### config.mk
export PLATFORM = sky130hd
export DESIGN_NAME = nfc_bus_ctrl
export DESIGN_NICKNAME = d
export VERILOG_FILES = /design/src/rtl/nfc_pkg.sv /design/src/rtl/nfc_rb_sync.sv /design/src/rtl/nfc_ce_decode.sv /design/src/rtl/nfc_strobe_seq.sv /design/src/rtl/nfc_regs.sv /design/src/rtl/nfc_bus_ctrl.sv
export SDC_FILE = /design/constraint.sdc
export NUM_CORES = 1
export LEC_CHECK = 0
export ABC_AREA = 0
export ABC_CLOCK_PERIOD_IN_PS = 2430
export BUFFER_PORTS_ARGS = -buffer_cell sky130_fd_sc_hd__buf_2
export CAP_MARGIN = 20
export CORE_MARGIN = 2
export CORE_UTILIZATION = 50
export CTS_CLUSTER_DIAMETER = 200
export DETAILED_ROUTE_END_ITERATION = 10
export PLACE_DENSITY_LB_ADDON = 0.25
export SYNTH_ARGS = -nofsm -noshare
export SYNTH_HDL_FRONTEND = slang
export SYNTH_SLANG_ARGS = --single-unit
### constraint.sdc
create_clock -name clk -period 2.43 [get_ports clk]
set_input_delay 0.729 -clock clk [delete_from_list [all_inputs] [get_ports clk]]
set_output_delay 0.729 -clock clk [all_outputs]
set_load 0.03 [all_outputs]
### src/rtl/nfc_pkg.sv
package nfc_pkg;

   // byte offsets of the register port
   localparam int unsigned OFS_DATA   = 'h00;
   localparam int unsigned OFS_MODE   = 'h04;
   localparam int unsigned OFS_STAT   = 'h08;
   localparam int unsigned OFS_IRQS   = 'h0C;
   localparam int unsigned OFS_IRQM   = 'h10;
   localparam int unsigned OFS_TIMING = 'h14;
   localparam int unsigned OFS_SRST   = 'h18;

   typedef enum logic [1:0] {
      SEQ_IDLE   = 2'd0,
      SEQ_STROBE = 2'd1,
      SEQ_HOLD   = 2'd2
   } seq_state_t;

   typedef struct packed {
      logic       wr_en;
      logic [1:0] ecc_mode;
      logic       ce_on;
      logic [1:0] dev_sel;
      logic       addr_lat;
      logic       cmd_lat;
   } mode_reg_t;

   typedef struct packed {
      logic [3:0] hold_cnt;
      logic [3:0] pulse_cnt;
   } timing_reg_t;

endpackage

### src/rtl/nfc_rb_sync.sv
module nfc_rb_sync #(
   parameter int unsigned STAGES = 2
) (
   input  logic clk,
   input  logic rst_n,
   input  logic rb_n_async,
   output logic busy
);
   logic [STAGES-1:0] chain;

   generate
      if (STAGES < 2) begin : g_bad_depth
         $error("nfc_rb_sync: STAGES must be at least 2");
      end
      for (genvar s = 0; s < STAGES; s++) begin : g_stage
         if (s == 0) begin : g_first
            always_ff @(posedge clk or negedge rst_n) begin
               if (!rst_n) chain[0] <= 1'b1;
               else        chain[0] <= rb_n_async;
            end
         end else begin : g_next
            always_ff @(posedge clk or negedge rst_n) begin
               if (!rst_n) chain[s] <= 1'b1;
               else        chain[s] <= chain[s-1];
            end
         end
      end
   endgenerate

   assign busy = ~chain[STAGES-1];
endmodule

### src/rtl/nfc_ce_decode.sv
module nfc_ce_decode #(
   parameter int unsigned DEV_CNT = 4,
   parameter int unsigned SEL_W   = 2
) (
   input  logic             ce_on,
   input  logic [SEL_W-1:0] dev_sel,
   output logic [DEV_CNT-1:0] ce_n
);
   generate
      if (DEV_CNT > (1 << SEL_W)) begin : g_bad_cnt
         $error("nfc_ce_decode: DEV_CNT exceeds select range");
      end
      for (genvar d = 0; d < DEV_CNT; d++) begin : g_dev
         assign ce_n[d] = ~(ce_on && (dev_sel == SEL_W'(d)));
      end
   endgenerate
endmodule

### src/rtl/nfc_strobe_seq.sv
module nfc_strobe_seq
   import nfc_pkg::*;
#(
   parameter int unsigned FL_W     = 8,
   parameter int unsigned STB_W    = 4,
   parameter bit          HOLD_ADD = 1'b0
) (
   input  logic             clk,
   input  logic             rst_n,
   input  logic             abort,
   input  logic             wr_go,
   input  logic             rd_go,
   input  logic [FL_W-1:0]  wr_byte,
   input  logic [STB_W-1:0] pulse_cnt,
   input  logic [STB_W-1:0] hold_cnt,
   input  logic [FL_W-1:0]  dq_i,
   output logic             idle,
   output logic             rd_done,
   output logic [FL_W-1:0]  rd_byte,
   output logic             we_n,
   output logic             re_n,
   output logic [FL_W-1:0]  dq_o,
   output logic             dq_oe
);
   localparam int unsigned CNT_W = STB_W + 1;

   seq_state_t       state;
   logic [CNT_W-1:0] cnt;
   logic [CNT_W-1:0] hold_q;
   logic [CNT_W-1:0] hold_load;
   logic             is_wr;
   logic [FL_W-1:0]  byte_q;
   logic [FL_W-1:0]  rd_q;

   // hold phase length minus one, per variant
   generate
      if (HOLD_ADD) begin : g_hold_add
         assign hold_load = CNT_W'(hold_cnt) + CNT_W'(1);
      end else begin : g_hold_base
         assign hold_load = CNT_W'(hold_cnt);
      end
   endgenerate

   always_ff @(posedge clk or negedge rst_n) begin
      if (!rst_n) begin
         state  <= SEQ_IDLE;
         cnt    <= '0;
         hold_q <= '0;
         is_wr  <= 1'b0;
         byte_q <= '0;
         rd_q   <= '0;
      end else if (abort) begin
         state <= SEQ_IDLE;
         cnt   <= '0;
         is_wr <= 1'b0;
      end else begin
         unique case (state)
            SEQ_IDLE: begin
               if (wr_go || rd_go) begin
                  state  <= SEQ_STROBE;
                  cnt    <= CNT_W'(pulse_cnt);
                  hold_q <= hold_load;
                  is_wr  <= wr_go;
                  if (wr_go) byte_q <= wr_byte;
               end
            end
            SEQ_STROBE: begin
               if (cnt == '0) begin
                  state <= SEQ_HOLD;
                  cnt   <= hold_q;
                  if (!is_wr) rd_q <= dq_i;
               end else begin
                  cnt <= cnt - CNT_W'(1);
               end
            end
            SEQ_HOLD: begin
               if (cnt == '0) state <= SEQ_IDLE;
               else           cnt   <= cnt - CNT_W'(1);
            end
            default: state <= SEQ_IDLE;
         endcase
      end
   end

   assign idle    = (state == SEQ_IDLE);
   assign rd_done = (state == SEQ_HOLD) && (cnt == '0) && !is_wr;
   assign rd_byte = rd_q;
   assign we_n    = ~((state == SEQ_STROBE) && is_wr);
   assign re_n    = ~((state == SEQ_STROBE) && !is_wr);
   assign dq_oe   = is_wr && (state != SEQ_IDLE);
   assign dq_o    = byte_q;
endmodule

### src/rtl/nfc_regs.sv
module nfc_regs
   import nfc_pkg::*;
#(
   parameter int unsigned ADDR_W     = 5,
   parameter int unsigned REG_W      = 32,
   parameter int unsigned RST_CYCLES = 4,
   parameter logic [7:0]  TIMING_RST = 8'hFF
) (
   input  logic              clk,
   input  logic              rst_n,
   input  logic              bus_req,
   input  logic              bus_wr,
   input  logic [ADDR_W-1:0] bus_addr,
   input  logic [REG_W-1:0]  bus_wdata,
   output logic              bus_ready,
   output logic [REG_W-1:0]  bus_rdata,
   input  logic              seq_idle,
   input  logic              seq_rd_done,
   input  logic [7:0]        seq_rd_byte,
   input  logic              rb_busy,
   output mode_reg_t         mode_q,
   output timing_reg_t       timing_q,
   output logic              soft_rst,
   output logic              wr_go,
   output logic              rd_go
);
   localparam int unsigned WA_W  = ADDR_W - 2;
   localparam int unsigned RC_W  = (RST_CYCLES < 2) ? 1 : $clog2(RST_CYCLES);

   logic [WA_W-1:0] wa;
   logic sel_data, sel_mode, sel_stat, sel_timing, sel_srst;
   logic acc;
   logic [RC_W-1:0] rst_cnt;

   assign wa         = bus_addr[ADDR_W-1:2];
   assign sel_data   = (wa == WA_W'(OFS_DATA   >> 2));
   assign sel_mode   = (wa == WA_W'(OFS_MODE   >> 2));
   assign sel_stat   = (wa == WA_W'(OFS_STAT   >> 2));
   assign sel_timing = (wa == WA_W'(OFS_TIMING >> 2));
   assign sel_srst   = (wa == WA_W'(OFS_SRST   >> 2));

   logic unused_bits;
   assign unused_bits = ^{bus_addr[1:0], bus_wdata[REG_W-1:8]};

   always_comb begin
      if (sel_data) bus_ready = bus_wr ? (seq_idle && !soft_rst) : seq_rd_done;
      else          bus_ready = 1'b1;
   end

   assign acc   = bus_req && bus_ready;
   assign wr_go = bus_req && bus_wr && sel_data && seq_idle && !soft_rst && mode_q.wr_en;
   assign rd_go = bus_req && !bus_wr && sel_data && seq_idle && !soft_rst;

   always_ff @(posedge clk or negedge rst_n) begin
      if (!rst_n) begin
         mode_q   <= '0;
         timing_q <= TIMING_RST;
      end else if (soft_rst) begin
         mode_q   <= '0;
         timing_q <= TIMING_RST;
      end else if (acc && bus_wr) begin
         if (sel_mode)   mode_q   <= bus_wdata[7:0];
         if (sel_timing) timing_q <= bus_wdata[7:0];
      end
   end

   always_ff @(posedge clk or negedge rst_n) begin
      if (!rst_n) begin
         soft_rst <= 1'b0;
         rst_cnt  <= '0;
      end else if (soft_rst) begin
         if (rst_cnt == '0) soft_rst <= 1'b0;
         else               rst_cnt  <= rst_cnt - RC_W'(1);
      end else if (acc && bus_wr && sel_srst && bus_wdata[0]) begin
         soft_rst <= 1'b1;
         rst_cnt  <= RC_W'(RST_CYCLES - 1);
      end
   end

   always_comb begin
      bus_rdata = '0;
      if (sel_data)   bus_rdata[7:0] = seq_rd_byte;
      if (sel_mode)   bus_rdata[7:0] = mode_q;
      if (sel_stat)   bus_rdata[7]   = rb_busy;
      if (sel_timing) bus_rdata[7:0] = timing_q;
      if (sel_srst)   bus_rdata[0]   = soft_rst;
   end
endmodule

### src/rtl/nfc_bus_ctrl.sv
module nfc_bus_ctrl
   import nfc_pkg::*;
#(
   parameter int unsigned ADDR_W      = 5,
   parameter int unsigned REG_W       = 32,
   parameter int unsigned DEV_CNT     = 4,
   parameter int unsigned SYNC_STAGES = 2,
   parameter int unsigned RST_CYCLES  = 4,
   parameter bit          HOLD_ADD    = 1'b0,
   parameter logic [7:0]  TIMING_RST  = 8'hFF
) (
   input  logic               clk,
   input  logic               rst_n,
   input  logic               bus_req,
   input  logic               bus_wr,
   input  logic [ADDR_W-1:0]  bus_addr,
   input  logic [REG_W-1:0]   bus_wdata,
   output logic               bus_ready,
   output logic [REG_W-1:0]   bus_rdata,
   output logic               fl_cle,
   output logic               fl_ale,
   output logic [DEV_CNT-1:0] fl_ce_n,
   output logic               fl_we_n,
   output logic               fl_re_n,
   output logic [7:0]         fl_dq_o,
   output logic               fl_dq_oe,
   input  logic [7:0]         fl_dq_i,
   input  logic               fl_rb_n
);
   localparam int unsigned SEL_W = 2;

   generate
      if (ADDR_W < 5)              begin : g_bad_addr  $error("ADDR_W too small"); end
      if (REG_W < 8)               begin : g_bad_reg   $error("REG_W too small");  end
      if (DEV_CNT < 1 || DEV_CNT > 4) begin : g_bad_dev $error("DEV_CNT out of range"); end
      if (RST_CYCLES < 1)          begin : g_bad_rst   $error("RST_CYCLES must be >= 1"); end
   endgenerate

   mode_reg_t   mode_q;
   timing_reg_t timing_q;
   logic        soft_rst;
   logic        wr_go, rd_go;
   logic        seq_idle, seq_rd_done;
   logic [7:0]  seq_rd_byte;
   logic        rb_busy;

   nfc_regs #(
      .ADDR_W(ADDR_W), .REG_W(REG_W), .RST_CYCLES(RST_CYCLES), .TIMING_RST(TIMING_RST)
   ) regs_i (
      .clk(clk), .rst_n(rst_n),
      .bus_req(bus_req), .bus_wr(bus_wr), .bus_addr(bus_addr), .bus_wdata(bus_wdata),
      .bus_ready(bus_ready), .bus_rdata(bus_rdata),
      .seq_idle(seq_idle), .seq_rd_done(seq_rd_done), .seq_rd_byte(seq_rd_byte),
      .rb_busy(rb_busy), .mode_q(mode_q), .timing_q(timing_q), .soft_rst(soft_rst),
      .wr_go(wr_go), .rd_go(rd_go)
   );

   nfc_strobe_seq #(
      .FL_W(8), .STB_W(4), .HOLD_ADD(HOLD_ADD)
   ) seq_i (
      .clk(clk), .rst_n(rst_n), .abort(soft_rst),
      .wr_go(wr_go), .rd_go(rd_go), .wr_byte(bus_wdata[7:0]),
      .pulse_cnt(timing_q.pulse_cnt), .hold_cnt(timing_q.hold_cnt),
      .dq_i(fl_dq_i), .idle(seq_idle), .rd_done(seq_rd_done), .rd_byte(seq_rd_byte),
      .we_n(fl_we_n), .re_n(fl_re_n), .dq_o(fl_dq_o), .dq_oe(fl_dq_oe)
   );

   nfc_ce_decode #(
      .DEV_CNT(DEV_CNT), .SEL_W(SEL_W)
   ) ce_i (
      .ce_on(mode_q.ce_on), .dev_sel(mode_q.dev_sel), .ce_n(fl_ce_n)
   );

   nfc_rb_sync #(
      .STAGES(SYNC_STAGES)
   ) rb_i (
      .clk(clk), .rst_n(rst_n), .rb_n_async(fl_rb_n), .busy(rb_busy)
   );

   assign fl_cle = mode_q.cmd_lat;
   assign fl_ale = mode_q.addr_lat;
endmodule

==> results.tsv <==
metric	value	unit
status	finished, violations left	
failing checks	setup timing	
Hold Slack	0.3618	ns
DRC	0	
CP max stage cell	or4b_4	
DR vias/cell	5.259	
Critical path buffers and inverters	2	
H-Tree Depth	2	
I/O Buffers	49	
Crit path max-delay family	simple AND/OR/NAND/NOR gates	
max-slew violation count	0	
top post-synthesis cells by area	dfrtp_1 (34%), mux2_2 (11%), dfstp_2 (9.3%)	
Leakage	1.632	nW
# placed instances	398	
WHS Path Cells	0	
hpwl dp	4561	um
Reg-to-Reg End	seq_i.rd_byte[7]$_DFFE_PN0P_	
Final Worst Setup Slack	-0.1735	ns
Data required, critical path	1.70	ns
Hold Startpoint	rb_i.chain[0]$_DFF_PN1_	
Core ar.	5507	um^2
wire per inst	14.96	um
most frequent cells in the layout	buf_2 (45), dfrtp_1 (39), mux2_2 (28), conb_1 (24), buf_4 (24)	
Final GP Congestion	0.8268	
crit path time final	2.603	ns
Hold Path End	rb_i.chain[1]$_DFF_PN1_	
Setup Skew	0.007774	ns
fillers	477	
Total Nets Final	392	
clock tree root driver cell	clkbuf_8	
grt total ovfl	0	
RSZ-0062 raised after global routing	true	
crit path cell chain	inv_1, ha_2, or4b_4, nor3_4, nor2_2, o21ai_2, buf_6	
Clock Sinks	49	
share of layout cells above drive strength 1	45.27	%
Syn Std Cell Area	2834	um^2
# hold bufs at CTS	0	
synthesized instance count	269	
Setup crit end kind	output port	
Routed Antenna Nets	0	
VDD IR max	641.0	uV
die width	79.29	um
#FFs+latches synth	49	
Mapped Avg Cell Area	10.54	um^2
Critical Path Start Type	flop	
Max Buffers Root-to-Sink	2	
most common cell after layout, fill and taps aside	buf_2	
endpoints failing hold	0	
Netlist cell types	51	
PwrDens	1055	nW/um^2
Final Non-Filler Cells	410	
area share of the largest cell type after synthesis	34.44	%
Worst Max-Slew Pin Slew	0.5757	ns
Final Cycle Share	107.1	%
worst reg-to-reg setup slack	0.43	ns
beginning of the worst register-to-register path	seq_i.cnt[1]$_DFFE_PN0P_	
cells on worst reg2reg path	6	
Seq/Total Area, Yosys	43.71	%
Site Rows	27	
Sum Neg Setup Slack	-0.1735	ns
first-pass GRT wire length	10300	um
clock-pin slew on the worst setup and hold paths	0.09	ns
largest net degree at the start of global routing	25	
First-pass DRT Iterations	5	
Total Routing Usage GR	21.00	%
DR iter-0 viols	62	
Layout area overhead	19.38	%
Die Footprint	6286	um^2
final core utilization	61.44	%
Post-Route WL	6132	um
vias in the first global route	2142	
dpl ws	-0.1104	ns
Multi-input gate area	1451	um^2
kind of critical path	flop to output port	
final number of setup-violating endpoints	1	
max cap viols	0	
CTS tree	done	
antenna violations before repair	0	
CP Max Fanout	2	
maximum clock frequency	384.1	MHz
register area	1239	um^2
critical path arrival	1.87	ns
Max-slew headroom	61.51	%
n_diodes	0	
YS warnings	0	
largest area contributor in the netlist	dfrtp_1	
via count	2156	
I/O Pins	100	
CP Depth	7	
height of the die	79.29	um
Initial Util	51.47	%
Inserted Clock Buffers	5	
worst skew pair latency	0.31	ns
CP peak stage delay	0.50	ns
Hold Path Class	flop to flop	
how the worst max path moves through the flow:
stage                                        start            to  slack, ns
after floorplan                        bus_addr[2]  bus_rdata[0]     -0.008
after global placement                 bus_addr[4]  bus_rdata[7]      -0.10
after detailed placement               bus_addr[4]  bus_rdata[7]      -0.11
after CTS                 seq_i.cnt[1]$_DFFE_PN0P_     bus_ready      -0.19
after global routing      seq_i.cnt[1]$_DFFE_PN0P_     bus_ready      -0.28
final                     seq_i.cnt[1]$_DFFE_PN0P_     bus_ready      -0.17
where the power goes:
| group | internal [W] | switching, W |
|---|---|---|
| clock network | 0.000210 | 0.000290 |
| logic | 0.000754 | 0.000972 |
| registers | 0.00114 | 0.000202 |
| total | 0.00211 | 0.00146 |
cells by family (layout without fill, tap and decap cells):
group / after synthesis / after routing / share of synthesized area [%]
buffers and inverters: 46 / 92 / 10.68
muxes: 41 / 41 / 15.72
DFF: 49 / 49 / 43.71
adders and majority gates: 5 / 5 / 2.208
xor gates and xnor gates: 1 / 1 / 0.3091
AOI/OAI and AO/OA: 45 / 45 / 11.48
and+or+nand+nor: 81 / 81 / 15.76
other: 1 / 24 / 0.1323
synthesized netlist by cell type (all sizes together):
cell / number
dfrtp: 39
o211a: 2
nor3: 3
a22oi: 7
nand3: 13
clkbuf: 8
or4b: 2
and3: 3
o31ai: 2
nor4: 2
mux2i: 13
a31o: 1
a211oi: 1
inv: 10
o41ai: 2
conb: 1
o31a: 1
a41oi: 1
nand2: 14
o21ai: 16
a31oi: 4
xor2: 1
nand3b: 2
dfstp: 10
ha: 5
nor2b: 3
nand4: 3
buf: 28
mux2: 28
or3b: 1
or2: 1
nor3b: 1
nand2b: 3
and3b: 1
o311ai: 1
nor2: 28
a21oi: 4
o211ai: 2
a32o: 1
nor4b: 1
sequential cells by signal, indices dropped and copies added, names as in the netlist:
signal           flops
regs_i.mode_q        8
seq_i.cnt            5
regs_i.rst_cnt       2
rb_i.chain           2
seq_i.is_wr          1
seq_i.state          2
seq_i.hold_q         4
seq_i.dq_o           8
seq_i.rd_byte        8
regs_i.soft_rst      1
regs_i.timing_q      8
final cells by class:
type | instances | share of cell area [%]
multi-input cells | 197 | 42.90
well taps | 72 | 2.663
clock buffers | 5 | 2.034
clock inverters | 3 | 0.7766
repair buffers | 74 | 13.91
inverters | 10 | 1.109
flip-flops and latches | 49 | 36.61
routing by layer:
metal  track usage (%)  up-vias  part of all wire, %
li1                  -     1046                    -
met1             27.01     1040                   44
met2             35.93       58                   50
met3             2.841       12                  4.2
met4             8.103        0                  2.5
met5                 0        -                    0
metrics by stage:
| stage | total power [W] | instance area [um^2] |
|---|---|---|
| 4_1_cts | 0.003554 | 3329 |
| 3_5_place_dp | 0.003026 | 3188 |
| 2_1_floorplan | 0.002619 | 2960 |
| 6_report | 0.003571 | 3383 |
| 3_3_place_gp | 0.002975 | 3188 |
| 5_1_grt | 0.003819 | 3383 |
worst register-to-register path, cell delays in order, from the launching register on:
cell,delay (ns)
dfrtp_1,0.39
inv_1,0.06
ha_2,0.18
buf_4,0.12
nor4b_4,0.41
nand3_2,0.37
mux2_2,0.37
timing repair:
| action | 4_1_cts | 5_1_grt |
|---|---|---|
| gates resized for setup | 12 | 8 |
| setup buffers | 0 | 4 |
| pin swaps | 1 | 1 |
| endpoints found under the setup margin | 8 | 5 |
Power figures use the tool's default switching activity.
